[config.mk]
export PLATFORM = sky130hd
export DESIGN_NAME = qos_lrg_arbiter
export DESIGN_NICKNAME = d
export VERILOG_FILES = /design/src/rtl/qarb_pkg.sv /design/src/rtl/qarb_cfg_regs.sv /design/src/rtl/qarb_band_check.sv /design/src/rtl/qarb_age_rank.sv /design/src/rtl/qarb_select.sv /design/src/rtl/qos_lrg_arbiter.sv
export SDC_FILE = /design/constraint.sdc
export NUM_CORES = 1
export LEC_CHECK = 0
export ABC_AREA = 1
export BUFFER_PORTS_ARGS = -buffer_cell sky130_fd_sc_hd__buf_2
export CAP_MARGIN = 10
export CORE_AREA = 3 3 118 120
export CTS_CLUSTER_DIAMETER = 30
export DETAILED_ROUTE_END_ITERATION = 8
export DIE_AREA = 0 0 121 123
export PLACE_DENSITY = 0.83
export SLEW_MARGIN = 5
export SYNTH_ARGS = -nofsm -noshare
export SYNTH_HDL_FRONTEND = slang
export SYNTH_HIERARCHICAL = 1
export SYNTH_SLANG_ARGS = --single-unit
[constraint.sdc]
create_clock -name clk -period 20.6 [get_ports clk]
set_input_delay 4.12 -clock clk [delete_from_list [all_inputs] [get_ports clk]]
set_output_delay 4.12 -clock clk [all_outputs]
set_load 0.01 [all_outputs]
[src/rtl/qarb_pkg.sv]
`timescale 1ns/1ps
package qarb_pkg;
  typedef enum logic [1:0] {
    GRP_HIGH = 2'd0,
    GRP_MID  = 2'd1,
    GRP_LOW  = 2'd2
  } grp_e;

  localparam logic [1:0] SEL_RD  = 2'd0;
  localparam logic [1:0] SEL_WR  = 2'd1;
  localparam logic [1:0] SEL_GRP = 2'd2;

  // Normalise a raw group code; the unused code folds onto the low group.
  function automatic logic [1:0] to_grp(input logic [1:0] raw);
    return (raw == 2'd3) ? GRP_LOW : raw;
  endfunction
endpackage

[src/rtl/qarb_cfg_regs.sv]
`timescale 1ns/1ps
module qarb_cfg_regs #(
  parameter int N_MST = 4,
  parameter int QOS_W = 4,
  localparam int IDX_W = (N_MST > 1) ? $clog2(N_MST) : 1
) (
  input  logic                         clk,
  input  logic                         rst_n,
  input  logic                         cfg_we,
  input  logic [IDX_W-1:0]             cfg_master,
  input  logic [1:0]                   cfg_sel,
  input  logic [QOS_W-1:0]             cfg_data,
  output logic [N_MST-1:0][QOS_W-1:0]  rd_qos,
  output logic [N_MST-1:0][QOS_W-1:0]  wr_qos,
  output logic [N_MST-1:0][1:0]        grp
);
  import qarb_pkg::*;

  for (genvar i = 0; i < N_MST; i++) begin : g_slot
    logic hit;
    assign hit = cfg_we && (cfg_master == IDX_W'(i));

    always_ff @(posedge clk or negedge rst_n) begin
      if (!rst_n) begin
        rd_qos[i] <= '0;
        wr_qos[i] <= '0;
        grp[i]    <= GRP_HIGH;
      end else if (hit) begin
        case (cfg_sel)
          SEL_RD:  rd_qos[i] <= cfg_data;
          SEL_WR:  wr_qos[i] <= cfg_data;
          SEL_GRP: grp[i]    <= to_grp(cfg_data[1:0]);
          default: ;
        endcase
      end
    end
  end


  grp_code_chk: assert property (@(posedge clk) disable iff (!rst_n)
    (cfg_we && cfg_sel == SEL_GRP) |=> (grp[$past(cfg_master)] != 2'd3));
endmodule

[src/rtl/qarb_band_check.sv]
`timescale 1ns/1ps
module qarb_band_check #(
  parameter int N_MST = 4,
  parameter int QOS_W = 4
) (
  input  logic [N_MST-1:0][QOS_W-1:0] rd_qos,
  input  logic [N_MST-1:0][QOS_W-1:0] wr_qos,
  input  logic [N_MST-1:0][1:0]       grp,
  output logic                        cfg_err
);
  localparam int N_GRP = 3;

  logic [N_GRP-1:0]            present;
  logic [N_GRP-1:0][QOS_W-1:0] lvl_min;
  logic [N_GRP-1:0][QOS_W-1:0] lvl_max;

  // Lower band must sit strictly under the higher band when both are populated.
  function automatic logic clash(input logic lo_p, input logic hi_p,
                                 input logic [QOS_W-1:0] lo_max,
                                 input logic [QOS_W-1:0] hi_min);
    return lo_p && hi_p && (lo_max >= hi_min);
  endfunction

  always_comb begin
    present = '0;
    lvl_min = '1;
    lvl_max = '0;
    for (int g = 0; g < N_GRP; g++) begin
      for (int i = 0; i < N_MST; i++) begin
        if (grp[i] == 2'(g)) begin
          present[g] = 1'b1;
          if (rd_qos[i] < lvl_min[g]) lvl_min[g] = rd_qos[i];
          if (wr_qos[i] < lvl_min[g]) lvl_min[g] = wr_qos[i];
          if (rd_qos[i] > lvl_max[g]) lvl_max[g] = rd_qos[i];
          if (wr_qos[i] > lvl_max[g]) lvl_max[g] = wr_qos[i];
        end
      end
    end
  end

  // group codes: 0 high, 1 medium, 2 low
  assign cfg_err = clash(present[2], present[1], lvl_max[2], lvl_min[1])
                 | clash(present[2], present[0], lvl_max[2], lvl_min[0])
                 | clash(present[1], present[0], lvl_max[1], lvl_min[0]);
endmodule

[src/rtl/qarb_age_rank.sv]
`timescale 1ns/1ps
module qarb_age_rank #(
  parameter int N_MST = 4,
  localparam int IDX_W = (N_MST > 1) ? $clog2(N_MST) : 1
) (
  input  logic                         clk,
  input  logic                         rst_n,
  input  logic                         upd,
  input  logic [IDX_W-1:0]             win_idx,
  output logic [N_MST-1:0][IDX_W-1:0]  rank
);
  localparam logic [IDX_W-1:0] NEWEST = IDX_W'(N_MST - 1);

  // rank 0 = least recently granted
  always_ff @(posedge clk or negedge rst_n) begin
    if (!rst_n) begin
      for (int i = 0; i < N_MST; i++) rank[i] <= IDX_W'(i);
    end else if (upd) begin
      for (int i = 0; i < N_MST; i++) begin
        if (win_idx == IDX_W'(i))         rank[i] <= NEWEST;
        else if (rank[i] > rank[win_idx]) rank[i] <= rank[i] - 1'b1;
      end
    end
  end

  logic [N_MST-1:0] seen;
  always_comb begin
    seen = '0;
    for (int i = 0; i < N_MST; i++) seen[rank[i]] = 1'b1;
  end


  rank_perm_chk: assert property (@(posedge clk) disable iff (!rst_n) seen == '1);
endmodule

[src/rtl/qarb_select.sv]
`timescale 1ns/1ps
module qarb_select #(
  parameter int N_MST = 4,
  parameter int QOS_W = 4,
  localparam int IDX_W = (N_MST > 1) ? $clog2(N_MST) : 1
) (
  input  logic [N_MST-1:0]             req,
  input  logic [N_MST-1:0]             req_write,
  input  logic [N_MST-1:0][QOS_W-1:0]  rd_qos,
  input  logic [N_MST-1:0][QOS_W-1:0]  wr_qos,
  input  logic [N_MST-1:0][IDX_W-1:0]  rank,
  output logic [N_MST-1:0][QOS_W-1:0]  cand_qos,
  output logic                         any_req,
  output logic [IDX_W-1:0]             win_idx,
  output logic [QOS_W-1:0]             win_qos
);
  localparam int KEY_W = QOS_W + IDX_W;

  // Level first; inverted age breaks ties towards the oldest grant.
  function automatic logic [KEY_W-1:0] sort_key(input logic [QOS_W-1:0] q,
                                                input logic [IDX_W-1:0] r);
    return {q, ~r};
  endfunction

  for (genvar i = 0; i < N_MST; i++) begin : g_cand
    assign cand_qos[i] = req_write[i] ? wr_qos[i] : rd_qos[i];
  end

  assign any_req = |req;

  always_comb begin
    logic [KEY_W-1:0] best;
    logic             found;
    best    = '0;
    found   = 1'b0;
    win_idx = '0;
    for (int i = 0; i < N_MST; i++) begin
      if (req[i] && (!found || sort_key(cand_qos[i], rank[i]) > best)) begin
        found   = 1'b1;
        best    = sort_key(cand_qos[i], rank[i]);
        win_idx = IDX_W'(i);
      end
    end
    win_qos = cand_qos[win_idx];
  end
endmodule

[src/rtl/qos_lrg_arbiter.sv]
`timescale 1ns/1ps
module qos_lrg_arbiter #(
  parameter int N_MST = 4,
  parameter int QOS_W = 4,
  localparam int IDX_W = (N_MST > 1) ? $clog2(N_MST) : 1
) (
  input  logic             clk,
  input  logic             rst_n,
  input  logic [N_MST-1:0] req,
  input  logic [N_MST-1:0] req_write,
  input  logic             cfg_we,
  input  logic [IDX_W-1:0] cfg_master,
  input  logic [1:0]       cfg_sel,
  input  logic [QOS_W-1:0] cfg_data,
  output logic [N_MST-1:0] grant,
  output logic             grant_valid,
  output logic             config_error
);
  localparam logic [IDX_W-1:0] NEWEST = IDX_W'(N_MST - 1);

  logic [N_MST-1:0][QOS_W-1:0] rd_qos, wr_qos, cand_qos;
  logic [N_MST-1:0][1:0]       grp;
  logic [N_MST-1:0][IDX_W-1:0] rank;
  logic                        any_req;
  logic [IDX_W-1:0]            win_idx;
  logic [QOS_W-1:0]            win_qos;

  qarb_cfg_regs #(.N_MST(N_MST), .QOS_W(QOS_W)) u_regs (
    .clk(clk), .rst_n(rst_n), .cfg_we(cfg_we), .cfg_master(cfg_master),
    .cfg_sel(cfg_sel), .cfg_data(cfg_data),
    .rd_qos(rd_qos), .wr_qos(wr_qos), .grp(grp)
  );

  qarb_band_check #(.N_MST(N_MST), .QOS_W(QOS_W)) u_band (
    .rd_qos(rd_qos), .wr_qos(wr_qos), .grp(grp), .cfg_err(config_error)
  );

  qarb_select #(.N_MST(N_MST), .QOS_W(QOS_W)) u_sel (
    .req(req), .req_write(req_write), .rd_qos(rd_qos), .wr_qos(wr_qos),
    .rank(rank), .cand_qos(cand_qos), .any_req(any_req),
    .win_idx(win_idx), .win_qos(win_qos)
  );

  qarb_age_rank #(.N_MST(N_MST)) u_age (
    .clk(clk), .rst_n(rst_n), .upd(any_req), .win_idx(win_idx), .rank(rank)
  );

  always_ff @(posedge clk or negedge rst_n) begin
    if (!rst_n) begin
      grant       <= '0;
      grant_valid <= 1'b0;
    end else begin
      grant_valid <= any_req;
      grant       <= any_req ? (N_MST'(1) << win_idx) : '0;
    end
  end


  grant_onehot_chk: assert property (@(posedge clk) disable iff (!rst_n)
    grant_valid |-> $onehot(grant));


  grant_req_chk: assert property (@(posedge clk) disable iff (!rst_n)
    (grant & ~$past(req)) == '0);


  idle_rank_chk: assert property (@(posedge clk) disable iff (!rst_n)
    !any_req |=> ($stable(rank) && !grant_valid));

  for (genvar i = 0; i < N_MST; i++) begin : g_chk

    newest_chk: assert property (@(posedge clk) disable iff (!rst_n)
      grant[i] |-> (rank[i] == NEWEST));


    qos_max_chk: assert property (@(posedge clk) disable iff (!rst_n)
      (grant_valid && $past(req[i])) |-> ($past(cand_qos[i]) <= $past(win_qos)));
  end
endmodule

==> impl_metrics.py <==
metrics = {
    "status": {
        "outcome": "finished, final reports clean",
    },
    "timing": {
        "clock.fmax_mhz": 71.97,
        "tns_ns": 0,
        "slew_headroom_pct": 48.01,
        "finalHoldViolCount": 0,
        "fin_hold_ws_ns": 0.4930,
        "period_share_pct": 67.45,
        "worstMarginPinSlew_ns": 0.7770,
        "final_max_slew_viol_count": 0,
        "clock-skew-final_ns": 0.008064,
        "setup_slack_ns": 6.705,
        "setup_viol": 0,
        "rsz0062_at_grt": "no",
        "finalCriticalPeriod_ns": 13.89,
    },
    "cts": {
        "clock_path_buffers": 2,
        "cts_tree": "done",
        "numCtsBuffers": 5,
        "post_cts_buffers": 0,
        "cts-hold-fix-buffers": 0,
        "insertion_delay_ns": 0.29,
        "clockRootBuffer": "clkbuf_16",
        "cts_resized": 0,
        "htreeDepth": 2,
        "cts.sinks": 53,
        "clk_pin_slew_ns": 0.06,
    },
    "setup_path": {
        "cp.required_ns": 16.48,
        "cp_data_arrival_time_ns": 9.77,
        "cp-start-kind": "flip-flop",
        "reg2reg_setup_slack_ns": 14.91,
        "r2r_end": "u_age/rank[5]",
        "endpoint_kind": "primary output",
        "cpMostUsedCell": "o21ai_0",
        "crit_fanout": 8,
        "slowest_delay_ns": 0.43,
        "r2r.worst_path.cells": 46,
        "r2r_start": "u_regs/wr_qos[3]",
        "critical_path_class": "reg -> out",
        "critPathSlowestCell": "o21ai_0",
    },
    "detailed_routing": {
        "wire_per_inst_um": 13.49,
        "viasPerCell": 5.389,
        "routed_wl_um": 20510,
        "ant_nets": 0,
        "first_pass_iters": 5,
        "initialDrtViolationCount": 468,
        "vias": 8191,
        "drc": 0,
    },
    "layout": {
        "fillCellCount": 1211,
        "final_common_cell": "nand2_1",
        "area_growth_pct": 5.132,
        "antenna_cells": 0,
        "final_cell_mix": "nand2_1, inv_1, ha_1",
        "drive_gt1_share_pct": 9.598,
        "final_nets": 1497,
    },
    "grt": {
        "grt-ovfl-total": 0,
        "grt_pass1_vias": 7701,
        "antenna_found_initial": 0,
        "grt_max_degree": 54,
        "grt.total_usage_pct": 28.51,
        "grt_first_pass_wirelength_um": 34850,
    },
    "power_and_ir_drop": {
        "p_leak_nw": 5.003,
        "ir_drop_v": 0.0001149,
        "power_mw": 1.256,
        "powerDensity_nw_per_um2": 146.3,
    },
    "floorplanning": {
        "fp.dieW_um": 121,
        "die_h_um": 123,
        "io_pins": 25,
        "fp.dieArea_um2": 14880,
        "rows": 42,
        "initial_core_util_pct": 62.42,
        "core-area_um2": 13090,
    },
    "placed_design": {
        "gp_congestion": 0.8969,
        "portBuffers": 24,
        "place_ws_ns": 7.118,
        "hpwlAfterDp_um": 16660,
    },
    "hold_path": {
        "hold_end": "u_age/rank[7]",
        "hp-start": "u_age/rank[7]",
        "hp-class": "reg -> reg",
        "min_path_cells": 2,
    },
    "run": {
        "max-cap-violations": 0,
    },
    "yosys": {
        "syn_inst": 1322,
        "syn_avg_cell_area_um2": 6.178,
        "syn-num-nets": 1476,
        "syn_area_um2": 8168,
        "yosys_warnings": 6,
    },
}
area by class of cell:
cell class / count / area [um2] / area share (%)
multi-input cells: 1029 / 5909 / 68.82
flip-flops and latches: 53 / 1331 / 15.50
inverters: 229 / 860.8 / 10.02
well taps: 176 / 220.2 / 2.564
clock buffers: 7 / 132.6 / 1.545
repair buffers: 25 / 127.6 / 1.486
clock inverters: 1 / 5.005 / 0.05828
through the flow:
step / instance area [um2] / utilization (%) / std cells
after global placement: 8449 / 64.57 / 1512
after detailed placement: 8449 / 64.57 / 1512
after floorplan: 8168 / - / 1322
after global routing: 8587 / 65.62 / 1520
final: 8587 / 65.62 / 1520
after CTS: 8587 / 65.62 / 1520
metal layers:
layer	GRT usage (%)	share of wire, %	vias up
met5	0	0	-
met3	2.425	4.6	35
met2	49.64	48	207
met1	37.31	45	3679
li1	-	-	4270
met4	9.773	2.4	0
power breakdown:
group	internal, mW	switching, mW	leakage, nW
combinational	0.361	0.621	4.28
clock	0.0450	0.0356	0.0679
sequential	0.137	0.0565	0.660
total	0.543	0.713	5.00
how the worst max path moves through the flow:
| stage | slack [ns] | endpoint | start | cells past startpoint |
|---|---|---|---|---|
| CTS | 6.78 | config_error | u_regs/rd_qos[3] | 57 |
| detailed placement | 7.12 | config_error | u_regs/rd_qos[3] | 57 |
| global route | 5.54 | config_error | u_regs/rd_qos[3] | 58 |
| finish | 6.71 | config_error | u_regs/rd_qos[3] | 57 |
| global placement | 7.24 | config_error | u_regs/rd_qos[3] | 57 |
| floorplan | 8.38 | config_error | u_regs/rd_qos[3] | 66 |
state kept, by name (all words and copies together) (netlist names):
register       flops
u_regs/wr_qos     16
grant_valid        1
grant              4
u_age/rank         8
u_regs/grp         8
u_regs/rd_qos     16
worst max-delay path, delay by kind of cell (launching register included):
family | cells | cell delay, ns
simple gates | 15 | 1.33
fa+ha+maj | 8 | 2.57
buf+inv | 9 | 0.85
compound gates | 25 | 4.34
flops | 1 | 0.40
Note: power is estimated with default switching activity, not from simulation.
